## src/rtl/dram_bank_pkg.sv

```systemverilog
package dram_bank_pkg;

  typedef enum logic [2:0] {
    CMD_NOP = 3'd0,
    CMD_ACT = 3'd1,
    CMD_RD  = 3'd2,
    CMD_WR  = 3'd3,
    CMD_PRE = 3'd4,
    CMD_BST = 3'd5
  } cmd_e;

  typedef enum logic [1:0] {
    BK_IDLE  = 2'd0,
    BK_OPEN  = 2'd1,
    BK_PRECH = 2'd2
  } bank_st_e;

  // status a bank publishes to the command checker
  typedef struct packed {
    bank_st_e st;
    logic     ras_done;
    logic     ap_pend;
    logic     busy;
    logic     busy_rd;
  } bank_stat_t;

  // accepted operation steered to one bank
  typedef struct packed {
    logic act;
    logic rd;
    logic wr;
    logic pre;
    logic bst;
    logic ap;
  } bank_op_t;

  // auto precharge may begin once the burst is over and the row is old enough
  function automatic logic ap_due(input logic pend, input logic burst_over,
                                  input logic ras_over);
    return pend && burst_over && ras_over;
  endfunction

endpackage

```

## src/rtl/dram_bank_fsm.sv

```systemverilog
module dram_bank_fsm
  import dram_bank_pkg::*;
#(
  parameter int T_RAS     = 6,
  parameter int T_RP      = 3,
  parameter int BURST_LEN = 4,
  parameter int CNT_W     = 3
) (
  input  logic       clk,
  input  logic       rst_n,
  input  bank_op_t   op,
  output bank_stat_t stat,
  output logic       ap_fire
);

  typedef logic [CNT_W-1:0] cnt_t;

  localparam cnt_t RAS_LOAD = cnt_t'(T_RAS - 1);
  localparam cnt_t RP_LOAD  = cnt_t'(T_RP - 1);
  localparam cnt_t BL_LOAD  = cnt_t'(BURST_LEN - 1);

  function automatic cnt_t tick(input cnt_t v);
    return (v == '0) ? v : v - cnt_t'(1);
  endfunction

  bank_st_e st_q;
  cnt_t     ras_q, rp_q, burst_q;
  logic     ap_q, rd_q;

  always_comb begin
    ap_fire       = (st_q == BK_OPEN) && ap_due(ap_q, burst_q == '0, ras_q == '0);
    stat.st       = st_q;
    stat.ras_done = (ras_q == '0);
    stat.ap_pend  = ap_q;
    stat.busy     = (burst_q != '0);
    stat.busy_rd  = rd_q;
  end

  always_ff @(posedge clk) begin
    if (!rst_n) begin
      st_q    <= BK_IDLE;
      ras_q   <= '0;
      rp_q    <= '0;
      burst_q <= '0;
      ap_q    <= 1'b0;
      rd_q    <= 1'b0;
    end else begin
      ras_q   <= tick(ras_q);
      rp_q    <= tick(rp_q);
      burst_q <= tick(burst_q);
      unique case (st_q)
        BK_IDLE: if (op.act) begin
          st_q  <= BK_OPEN;
          ras_q <= RAS_LOAD;
        end
        BK_OPEN: begin
          if (op.pre || ap_fire) begin
            st_q <= BK_PRECH;
            rp_q <= RP_LOAD;
            ap_q <= 1'b0;
          end else if (op.rd || op.wr) begin
            burst_q <= BL_LOAD;
            rd_q    <= op.rd;
            ap_q    <= op.ap;
          end else if (op.bst) begin
            burst_q <= '0;
          end
        end
        BK_PRECH: if (rp_q <= cnt_t'(1)) st_q <= BK_IDLE;
        default: st_q <= BK_IDLE;
      endcase
    end
  end

endmodule

```

## src/rtl/dram_cmd_check.sv

```systemverilog
module dram_cmd_check
  import dram_bank_pkg::*;
#(
  parameter int NUM_BANKS = 4,
  parameter int BANK_W    = 2
) (
  input  logic [2:0]                   cmd,
  input  logic [BANK_W-1:0]            cmd_bank,
  input  logic                         cmd_a10,
  input  bank_stat_t [NUM_BANKS-1:0]   stat,
  output bank_op_t   [NUM_BANKS-1:0]   op,
  output logic                         cmd_err
);

  bank_stat_t           sel;
  logic                 any_busy, pre_block;
  logic [NUM_BANKS-1:0] bst_hit;

  always_comb begin
    any_busy  = 1'b0;
    pre_block = 1'b0;
    bst_hit   = '0;
    for (int b = 0; b < NUM_BANKS; b++) begin
      any_busy   |= stat[b].busy;
      pre_block  |= (stat[b].st == BK_OPEN) &&
                    (!stat[b].ras_done || stat[b].ap_pend || stat[b].busy);
      bst_hit[b]  = stat[b].busy && stat[b].busy_rd && !stat[b].ap_pend;
    end
    sel = stat[cmd_bank];

    cmd_err = 1'b0;
    op      = '0;
    case (cmd)
      CMD_ACT: begin
        if (sel.st != BK_IDLE) cmd_err = 1'b1;
        else op[cmd_bank].act = 1'b1;
      end
      CMD_RD, CMD_WR: begin
        if (sel.st != BK_OPEN || sel.ap_pend || any_busy) cmd_err = 1'b1;
        else begin
          op[cmd_bank].rd = (cmd == CMD_RD);
          op[cmd_bank].wr = (cmd == CMD_WR);
          op[cmd_bank].ap = cmd_a10;
        end
      end
      CMD_PRE: begin
        if (cmd_a10) begin
          if (pre_block) cmd_err = 1'b1;
          else for (int b = 0; b < NUM_BANKS; b++) op[b].pre = (stat[b].st == BK_OPEN);
        end else if (sel.st == BK_OPEN) begin
          if (!sel.ras_done || sel.ap_pend || sel.busy) cmd_err = 1'b1;
          else op[cmd_bank].pre = 1'b1;
        end
      end
      CMD_BST: begin
        if (bst_hit == '0) cmd_err = 1'b1;
        else for (int b = 0; b < NUM_BANKS; b++) op[b].bst = bst_hit[b];
      end
      default: ;
    endcase
  end

endmodule

```

## src/rtl/dram_bank_tracker.sv

```systemverilog
module dram_bank_tracker
  import dram_bank_pkg::*;
#(
  parameter int NUM_BANKS = 4,
  parameter int T_RAS     = 6,
  parameter int T_RP      = 3,
  parameter int BURST_LEN = 4,
  localparam int BANK_W   = (NUM_BANKS > 1) ? $clog2(NUM_BANKS) : 1,
  localparam int T_MAX1   = (T_RAS > T_RP) ? T_RAS : T_RP,
  localparam int T_MAX    = (T_MAX1 > BURST_LEN) ? T_MAX1 : BURST_LEN,
  localparam int CNT_W    = $clog2(T_MAX + 1)
) (
  input  logic                   clk,
  input  logic                   rst_n,
  input  logic [2:0]             cmd,
  input  logic [BANK_W-1:0]      cmd_bank,
  input  logic                   cmd_a10,
  output logic [NUM_BANKS-1:0]   act_ok,
  output logic [NUM_BANKS-1:0]   rw_ok,
  output logic [2*NUM_BANKS-1:0] bank_state,
  output logic                   cmd_err
);

  bank_stat_t [NUM_BANKS-1:0] stat;
  bank_op_t   [NUM_BANKS-1:0] op;
  logic       [NUM_BANKS-1:0] bank_ap_fire;
  logic                       bus_busy;

  dram_cmd_check #(.NUM_BANKS(NUM_BANKS), .BANK_W(BANK_W)) u_check (
    .cmd(cmd), .cmd_bank(cmd_bank), .cmd_a10(cmd_a10),
    .stat(stat), .op(op), .cmd_err(cmd_err)
  );

  for (genvar g = 0; g < NUM_BANKS; g++) begin : g_bank
    dram_bank_fsm #(
      .T_RAS(T_RAS), .T_RP(T_RP), .BURST_LEN(BURST_LEN), .CNT_W(CNT_W)
    ) u_bank (
      .clk(clk), .rst_n(rst_n), .op(op[g]),
      .stat(stat[g]), .ap_fire(bank_ap_fire[g])
    );
  end

  always_comb begin
    bus_busy = 1'b0;
    for (int b = 0; b < NUM_BANKS; b++) bus_busy |= stat[b].busy;
    for (int b = 0; b < NUM_BANKS; b++) begin
      bank_state[2*b +: 2] = stat[b].st;
      act_ok[b] = (stat[b].st == BK_IDLE);
      rw_ok[b]  = (stat[b].st == BK_OPEN) && !stat[b].ap_pend && !bus_busy;
    end
  end

endmodule

```

## config.mk

```make
export PLATFORM = sky130hd
export DESIGN_NAME = dram_bank_tracker
export DESIGN_NICKNAME = d
export VERILOG_FILES = /design/src/rtl/dram_bank_pkg.sv /design/src/rtl/dram_bank_fsm.sv /design/src/rtl/dram_cmd_check.sv /design/src/rtl/dram_bank_tracker.sv
export SDC_FILE = /design/constraint.sdc
export NUM_CORES = 1
export LEC_CHECK = 0
export BUFFER_PORTS_ARGS = -buffer_cell sky130_fd_sc_hd__buf_4
export CAP_MARGIN = 20
export CORE_MARGIN = 3
export CORE_UTILIZATION = 33
export DETAILED_ROUTE_END_ITERATION = 7
export GPL_TIMING_DRIVEN = 0
export PLACE_DENSITY = 0.5
export SETUP_SLACK_MARGIN = 0.3
export SLEW_MARGIN = 20
export SYNTH_ARGS = -nofsm -noshare
export SYNTH_HDL_FRONTEND = slang
export SYNTH_HIERARCHICAL = 1
export SYNTH_SLANG_ARGS = --single-unit
```

## constraint.sdc

```tcl
create_clock -name clk -period 3.7 [get_ports clk]
set_clock_uncertainty 0.15 [all_clocks]
set_input_delay 0.74 -clock clk [delete_from_list [all_inputs] [get_ports clk]]
set_output_delay 0.74 -clock clk [all_outputs]
set_load 0.03 [all_outputs]
```

# Word level (Yosys, flattened, before mapping)
# Index checks and enable logic that the tools add are counted.
[classes]
magnitude_cmp = 6
eq_ne = 27
muxes = 120
reduce_logical = 102
n_bitwise = 11
addsub = 12
[ops]
columns = ["operator", "n"]
rows = [
  ["$mux 3", 46],
  ["$mux 24", 3],
  ["$demux 6 s2", 5],
  ["$bwmux 24", 2],
  ["$pmux 5 s3", 3],
  ["$logic_not 3->1", 12],
  ["$sub 3x1->3 const B", 12],
  ["$logic_and 1x1->1", 33],
  ["$mux 1", 28],
  ["$mux 2", 13],
  ["$ne 2x1->1 const B", 13],
  ["$and 24x24->24", 1],
  ["$pmux 2 s3", 4],
  ["$reduce_and 3->1", 8],
  ["$mux 21", 1],
  ["$logic_or 1x1->1", 20],
  ["$mux 5", 4],
  ["$pmux 1 s4", 5],
  ["$bmux 6 s2", 1],
  ["$le 3x1->1 const B", 4],
  ["$mux 6", 2],
  ["$pmux 4 s3", 1],
  ["$reduce_bool 3->1", 4],
  ["$eq 2x1->1 const B", 5],
  ["other kinds (16)", 48],
]
[word_totals]
ff_bits = 52
elab_cells = 302
output_inout_bits = 17

# Depth between registers and ports, before layout
# Gate-level depths: netlist (run 1).
[logic_depth]
depth_word = 15
mapped_depth = 11

# Hierarchy
# The synthesis (run 1) kept the hierarchy.
[by_module_without_submodules]
columns = ["module", "instances", "cells_per_inst", "seq_area_each_um2", "area_each_um2"]
rows = [
  ["dram_bank_fsm (g_bank[0].u_bank ...)", 3, 86, 260.2, 759.5],
  ["dram_bank_fsm (g_bank[3].u_bank)", 1, 86, 260.2, 810.8],
  ["dram_cmd_check", 1, 74, 0.0, 524.3],
  ["dram_bank_tracker", 1, 9, 0.0, 95.1],
]

# Least setup slack after synthesis (run 1)
# Ideal clock, no wire load.
[synth_timing]
kind = "register to output"
from = "reg g_bank[1].u_bank.burst_q[0]"
to = "out cmd_err"
t_arrival_ns = 2.166
stages_incl_launch_ff = 9
path_slack_ns = 0.644
t_required_ns = 2.810
n_path_buf = 0
cell_sequence = "dfxtp_1 -> inv_1 -> ha_1 -> nor2b_1 -> inv_1 -> or4_1 -> nor4b_4 -> o221ai_1 -> a21o_1"
[synth_rtl]
columns = ["item", "line", "rtl"]
rows = [
  ["start, declared", "dram_bank_fsm.sv:27", "cnt_t ras_q, rp_q, burst_q;"],
  ["start signal, assigned", "dram_bank_fsm.sv:50", "burst_q <= tick(burst_q);"],
  ["end, declared", "dram_bank_tracker.sv:21", "output logic cmd_err"],
]

==> results of run 1 <==
==> sequential cells by signal, summed over array words and instances, names as in the netlist <==
name                   flops
g_bank.u_bank/rp_q        12
g_bank.u_bank/ras_q       12
g_bank.u_bank/rd_q         4
g_bank.u_bank/st_q         8
g_bank.u_bank/ap_q         4
g_bank.u_bank/burst_q     12
==> final cells by class <==
class,count,area [sq um],share of cell area
Multi-Input combinational cell,314,2420,0.571
Sequential cell,52,1040,0.246
Timing Repair Buffer,29,221,0.0522
Tap cell,136,170,0.0401
Inverter,40,155,0.0366
Buffer,17,121,0.0286
Clock buffer,6,72.6,0.0171
Clock inverter,2,35.0,0.00826
==> report_power, final <==
| group | internal (mW) | switching [mW] |
|---|---|---|
| Sequential | 0.736 | 0.113 |
| Combinational | 0.683 | 0.706 |
| Clock | 0.201 | 0.195 |
==> layer usage <==
metal	track usage	share of wire	vias to the layer above
met3	0.0234	0.054	2
met2	0.227	0.45	47
li1	-	-	1563
met4	0.0243	0.0047	0
met1	0.197	0.50	1434
met5	0	0	-
==> worst min-delay path, stage by stage, from the launching register on <==
cell                       delay (ps)
sky130_fd_sc_hd__dfxtp_1          330
sky130_fd_sc_hd__o211ai_2          50
sky130_fd_sc_hd__o21ai_1           50
==> placed cells by master (no fill, tap or decap), types with 4 or more instances in the layout <==
master,count
sky130_fd_sc_hd__and2_1,5
sky130_fd_sc_hd__and3_1,6
sky130_fd_sc_hd__a31oi_1,4
sky130_fd_sc_hd__buf_4,37
sky130_fd_sc_hd__nor2b_1,19
sky130_fd_sc_hd__clkbuf_8,5
sky130_fd_sc_hd__dfxtp_1,50
sky130_fd_sc_hd__nor3_1,8
sky130_fd_sc_hd__o211ai_1,5
sky130_fd_sc_hd__o221a_2,4
sky130_fd_sc_hd__a21oi_1,7
sky130_fd_sc_hd__ha_1,26
sky130_fd_sc_hd__buf_6,4
sky130_fd_sc_hd__o21ai_0,11
sky130_fd_sc_hd__inv_2,4
sky130_fd_sc_hd__nand3b_1,5
sky130_fd_sc_hd__o2bb2ai_1,9
sky130_fd_sc_hd__clkbuf_1,5
sky130_fd_sc_hd__nor3b_1,12
sky130_fd_sc_hd__nand3_1,9
sky130_fd_sc_hd__nor2_1,36
sky130_fd_sc_hd__inv_1,34
sky130_fd_sc_hd__a21boi_0,15
sky130_fd_sc_hd__nand2b_1,14
sky130_fd_sc_hd__nand2_1,31
sky130_fd_sc_hd__a21o_1,5
sky130_fd_sc_hd__xnor2_1,10
==> worst max-delay path by stage <==
| stage | end | depth (start not counted) | slack, ps | startpoint |
|---|---|---|---|---|
| final | cmd_err | 9 | 430 | g_bank[1].u_bank/burst_q[1] |
| after global routing | cmd_err | 9 | 300 | g_bank[1].u_bank/burst_q[1] |
| after CTS | cmd_err | 9 | 310 | g_bank[1].u_bank/burst_q[0] |
| after detailed placement | cmd_err | 9 | 300 | g_bank[1].u_bank/burst_q[0] |
| after global placement | cmd_err | 9 | 270 | g_bank[1].u_bank/burst_q[0] |
| after floorplan | cmd_err | 8 | 640 | g_bank[1].u_bank/burst_q[0] |
==> what timing repair did <==
action	4_1_cts	5_1_grt
gates cloned	0	0
setup endpoints to repair	5	2
pin swaps	1	3
resized for setup	10	14
buffers inserted	3	2
==> summary.txt, run 1 <==
maximum achievable frequency: 306 MHz
class of the worst hold path: reg -> reg
required time of the critical path: 2810 ps
worst stage delay on the critical path: 540 ps
clock root buffer: sky130_fd_sc_hd__clkbuf_8
hold buffer count at CTS: 0
height of the die: 112 um
Routed WL: 8560 um
number of vias per cell after detailed routing: 5.11
setup TNS: 0 ps
leftover overflow at the end of global routing: 0
standby leakage power: 1.61 nW
Net Count, Synth: 459
share of cells above drive strength 1: 0.200
clock tree from TritonCTS: done
via count of the first global-routing pass: 2990
CTS H-tree depth: 2
clock-pin transition on the worst setup and hold timing paths: 100 ps
Layout fillers: 1064
number of instances on the worst hold path: 2
first-pass iteration count of the detailed router: 4
All-Layer GR Usage: 0.140
highest ir drop seen on vdd: 0.237 mV
cells on worst reg2reg path: 12
antenna violations before repair: 0
type of element launching the critical path: flop
wire length of the first global-routing pass: 14700 um
number of CTS-inserted buffers: 5
RSZ-0062 raised after global routing: false
final slew viol count: 0
count of input and output buffers: 24
synthesized area divided by synthesized cell count: 8.73 sq um
max cap viols: 0
Register-to-Register Setup Slack: 640 ps
category of the worst setup path capture point: output pin
nets@finish: 495
critical path class: reg -> out
final cell count without fillers: 596
clk_lat worst skew: 300 ps
placed instance count: 583
number of standard cells after synthesis: 423
DRC violation count after routing: 0
crit-path cells: inv_1 -> ha_4 -> nor2b_4 -> inv_4 -> or4_4 -> nor4b_4 -> o221ai_1 -> a21o_1 -> buf_6
die footprint: 12500 sq um
number of warnings issued by yosys: 6
P per Cell Area: 621 nW/um^2
Worst Hold Launch: g_bank[1].u_bank/rd_q
core area: 10600 sq um
deepest clock path buffer count: 2
antenna cell count: 0
end point of the most critical hold path: g_bank[1].u_bank/rd_q
final critical-path required period: 3270 ps
placed cell area: 4040 sq um
source of the worst register-to-register timing path: g_bank[1].u_bank/burst_q[1]
result of the run: finished, final reports clean
cell area after layout: 4240 sq um
data arrival time of the critical path: 2380 ps
cell row count: 37
Power Total: 2.63 mW
number of setup violations in the final report: 0
Critical R2R Capture: g_bank[0].u_bank/ap_q
initial cell density of the core: 0.348
PnR worst setup slack: 429 ps
transition time at the pin with the least slew margin: 572 ps
post-detail-place hpwl: 6470 um
count of routing violations after the opening detailed-route iteration: 161
fin crit share: 0.884
standard cell with the maximum stage delay on the critical path: sky130_fd_sc_hd__or4_4
count of boundary I/O pins: 25
maximum fanout encountered on the critical timing path: 6
worst hold slack after final layout: 323 ps
Die X: 112 um
kind of cell adding the most delay to the critical path: simple AND/OR/NAND/NOR gates
Crit path buffers/inverters: 3
worst max-slew margin expressed relative to the limit: 0.618
gpl congestion: 0.820
ANT nets after route: 0
Synth Cell Area: 3690 sq um
clock net sink count: 52
Final Util: 0.400
count of endpoints failing hold in the final timing report: 0
Routed wire per std cell: 14.4 um
vias after detailed routing: 3046
placement-stage worst setup slack: 304 ps
maximum number of pins on one net before global-route repair: 26
area grow syn2layout: 14.9%
Power figures use the tool's default switching activity.
==> run 2: changes to the inputs <==
--- a/config.mk
+++ b/config.mk
@@ -13,8 +13,6 @@
 export GPL_TIMING_DRIVEN = 0
 export PLACE_DENSITY = 0.5
 export SETUP_SLACK_MARGIN = 0.3
-export SLEW_MARGIN = 20
 export SYNTH_ARGS = -nofsm -noshare
 export SYNTH_HDL_FRONTEND = slang
-export SYNTH_HIERARCHICAL = 1
 export SYNTH_SLANG_ARGS = --single-unit
==> constraint.sdc (replaced) <==
create_clock -name clk -period 3.03 [get_ports clk]
set_clock_uncertainty 0.15 [all_clocks]
set_input_delay 0.606 -clock clk [delete_from_list [all_inputs] [get_ports clk]]
set_output_delay 0.606 -clock clk [all_outputs]
set_load 0.03 [all_outputs]
==> summary.txt, run 2 <==
met2 wire length: 4330 um
clock root buffer: sky130_fd_sc_hd__clkbuf_8
Layout fillers: 928
All-Layer GR Usage: 0.157
cells on worst reg2reg path: 13
core area: 9280 sq um
wire length of the first global-routing pass: 13800 um
antenna cell count: 0
worst stage delay on the critical path: 540 ps
max cap viols: 0
source of the worst register-to-register timing path: g_bank[2].u_bank.burst_q[1]
synthesized area divided by synthesized cell count: 8.52 sq um
fin crit share: 0.999
commonest non-fill, non-tap cell in the layout: sky130_fd_sc_hd__dfxtp_1
Synth Cell Area: 3170 sq um
required time of the critical path: 2270 ps
deepest clock path buffer count: 2
multiplexer area fraction after synthesis: 0.0616
Routed wire per std cell: 15.6 um
share of cells above drive strength 1: 0.332
cell depth of the worst setup path: 10
nets@finish: 469
ANT nets after route: 0
met3 wire length: 280 um
maximum fanout encountered on the critical timing path: 3
antenna violations before repair: 0
register bit total from synthesis: 52
number of standard cells after synthesis: 372
Routed WL: 8760 um
most used cells in the layout excluding fill and tap cells: 47 x sky130_fd_sc_hd__dfxtp_1, 45 x sky130_fd_sc_hd__buf_4, 32 x sky130_fd_sc_hd__a21oi_1, 32 x sky130_fd_sc_hd__nor2_1, 20 x sky130_fd_sc_hd__ha_1
post-detail-place hpwl: 6050 um
leftover overflow at the end of global routing: 0
distinct cell type count of the synthesized netlist: 49
standard cell with the maximum stage delay on the critical path: sky130_fd_sc_hd__or4b_4
simple logic cell fraction of the synthesized area: 0.259
CTS H-tree depth: 2
setup TNS: 0 ps
cell type contributing the most total cell area after synthesis: sky130_fd_sc_hd__dfxtp_1
DRC violation count after routing: 0
crit-path cells: inv_2 -> ha_4 -> nand2b_4 -> or4b_4 -> buf_6 -> buf_4 -> buf_6 -> buf_12 -> nor3_4 -> buf_6
maximum achievable frequency: 330 MHz
cell area after layout: 4200 sq um
via count of the first global-routing pass: 2635
height of the die: 104 um
vias after detailed routing: 2847
Die X: 104 um
most numerous cell types in the synthesized netlist: 52 x sky130_fd_sc_hd__dfxtp_1, 40 x sky130_fd_sc_hd__a21oi_1, 33 x sky130_fd_sc_hd__nor2_1
highest routed layer: met4
proportion of synthesized chip area in sequential cells: 0.328
ys flop type: sky130_fd_sc_hd__dfxtp_1
clock-pin transition on the worst setup and hold timing paths: 80 ps
PnR worst setup slack: 1.77 ps
area grow syn2layout: 32.6%
kind of cell adding the most delay to the critical path: simple AND/OR/NAND/NOR gates
standby leakage power: 1.67 nW
Crit path buffers/inverters: 6
category of the worst setup path capture point: output pin
final slew viol count: 0
transition time at the pin with the least slew margin: 737 ps
worst max-slew margin expressed relative to the limit: 0.509
count of input and output buffers: 24
Final Util: 0.453
worst hold slack after final layout: 322 ps
number of CTS-inserted buffers: 5
largest registers in the final layout: g_bank.u_bank.burst_q: 12 flops, g_bank.u_bank.ras_q: 12 flops, g_bank.u_bank.rp_q: 12 flops
class of the worst hold path: reg -> reg
cell seen most often among critical-path stages: sky130_fd_sc_hd__buf_6
die footprint: 10800 sq um
Net Count, Synth: 408
clock net sink count: 52
end point of the most critical hold path: g_bank[2].u_bank.rd_q
type of element launching the critical path: flop
placement-stage worst setup slack: 17.5 ps
compound-cell area share of the yosys netlist: 0.158
Critical R2R Capture: g_bank[0].u_bank.rd_q
cell row count: 35
clock tree from TritonCTS: done
clk_lat worst skew: 310 ps
Register-to-Register Setup Slack: 130 ps
final critical-path required period: 3030 ps
number of warnings issued by yosys: 0
XOR/XNOR share of the synthesized area: 0.0332
number of enable-type register cells in the synthesized netlist: 0
count of endpoints failing hold in the final timing report: 0
critical path class: reg -> out
count of routing violations after the opening detailed-route iteration: 114
maximum number of pins on one net before global-route repair: 14
number of setup violations in the final report: 0
WL met1: 4080 um
first-pass iteration count of the detailed router: 5
adder-cell area share of the yosys netlist: 0.111
dominant combinational cell family by area after synthesis: simple AND/OR/NAND/NOR gates
top area cells in the synthesized netlist: sky130_fd_sc_hd__dfxtp_1 33%, sky130_fd_sc_hd__ha_1 11%, sky130_fd_sc_hd__a21oi_1 6.3%
gpl congestion: 0.832
hold buffer count at CTS: 0
data arrival time of the critical path: 2270 ps
number of vias per cell after detailed routing: 5.08
RSZ-0062 raised after global routing: true
highest ir drop seen on vdd: 0.339 mV
result of the run: finished, final reports clean
proportion of synthesized flip-flops having asynchronous set or reset: 0
share of the synthesized area in the top cell type: 0.328
most numerous cell in the Yosys netlist: sky130_fd_sc_hd__dfxtp_1
number of instances on the worst hold path: 2
P per Cell Area: 818 nW/um^2
Worst Hold Launch: g_bank[2].u_bank.rd_q
count of boundary I/O pins: 25
placed cell area: 3520 sq um
initial cell density of the core: 0.341
==> run 2: changes by cell type in the layout (fill, tap and decap cells not counted), sizes merged, moves of 5 or more <==
cell     delta
and2        -5
nor2b      -13
nor2        -6
a21boi     -16
a21oi      +34
nor3        +6
nand2      -10
inv         -9
o2bb2ai     -9
nor3b      -10
buf        +15
and3       +10
mux2        +6
==> run 2: final cells by class <==
cell class | instances | area, sq um | area share
Buffer | 9 | 43.8 | 0.0104
Inverter | 32 | 120 | 0.0286
Multi-Input combinational cell | 279 | 2310 | 0.550
Timing Repair Buffer | 54 | 448 | 0.107
Clock buffer | 5 | 68.8 | 0.0164
Tap cell | 129 | 161 | 0.0384
Sequential cell | 52 | 1050 | 0.249
==> run 2: how the worst max path moves through the flow <==
stage / startpoint / to / slack (ps)
floorplan: g_bank[0].u_bank.burst_q[0] / rw_ok[0] / 240
detailed placement: cmd[0] / cmd_err / 20
global route: g_bank[2].u_bank.ras_q[1] / cmd_err / -100
CTS: cmd_bank[0] / cmd_err / 30
finish: g_bank[2].u_bank.burst_q[1] / rw_ok[0] / 2
global placement: cmd[0] / cmd_err / -9
==> run 2: per-layer routing <==
| metal | track usage | vias to the layer above |
|---|---|---|
| li1 | - | 1428 |
| met1 | 0.206 | 1356 |
| met2 | 0.273 | 58 |
| met3 | 0.0279 | 5 |
| met4 | 0.0294 | 0 |
| met5 | 0 | - |
==> run 2: per-stage QoR <==
| step | instances | power, mW |
|---|---|---|
| floorplan | 372 | 2.20 |
| global placement | 525 | 2.45 |
| detailed placement | 525 | 2.48 |
| CTS | 544 | 3.26 |
| global route | 560 | 3.74 |
| finish | 560 | 3.44 |
==> run 2: kinds of logic (layout without fill, tap and decap cells) <==
kind of cell / after synthesis / in the layout
DFF: 52 / 52
and+or+nand+nor: 142 / 142
muxes: 15 / 15
buffers and inverters: 41 / 100
adders and majority gates: 28 / 28
xor gates and xnor gates: 12 / 12
AOI/OAI and AO/OA: 82 / 82
==> run 2: what timing repair did <==
item,4_1_cts,5_1_grt
setup endpoints to repair,19,16
setup buffers,14,16
gates resized for setup,49,42
pin swaps,15,23
==> run 2: where the power goes <==
group / total (mW) / switching (mW) / internal (mW)
Sequential: 1.04 / 0.144 / 0.895
Combinational: 2.03 / 0.937 / 1.09
Clock: 0.370 / 0.220 / 0.150
==> run 2: worst min-delay path: cells and delay by family (launching register included) <==
| family | cells | cell delay (ps) |
|---|---|---|
| DFF | 1 | 320 |
| and+or+nand+nor | 1 | 50 |
| AOI/OAI and AO/OA | 1 | 60 |
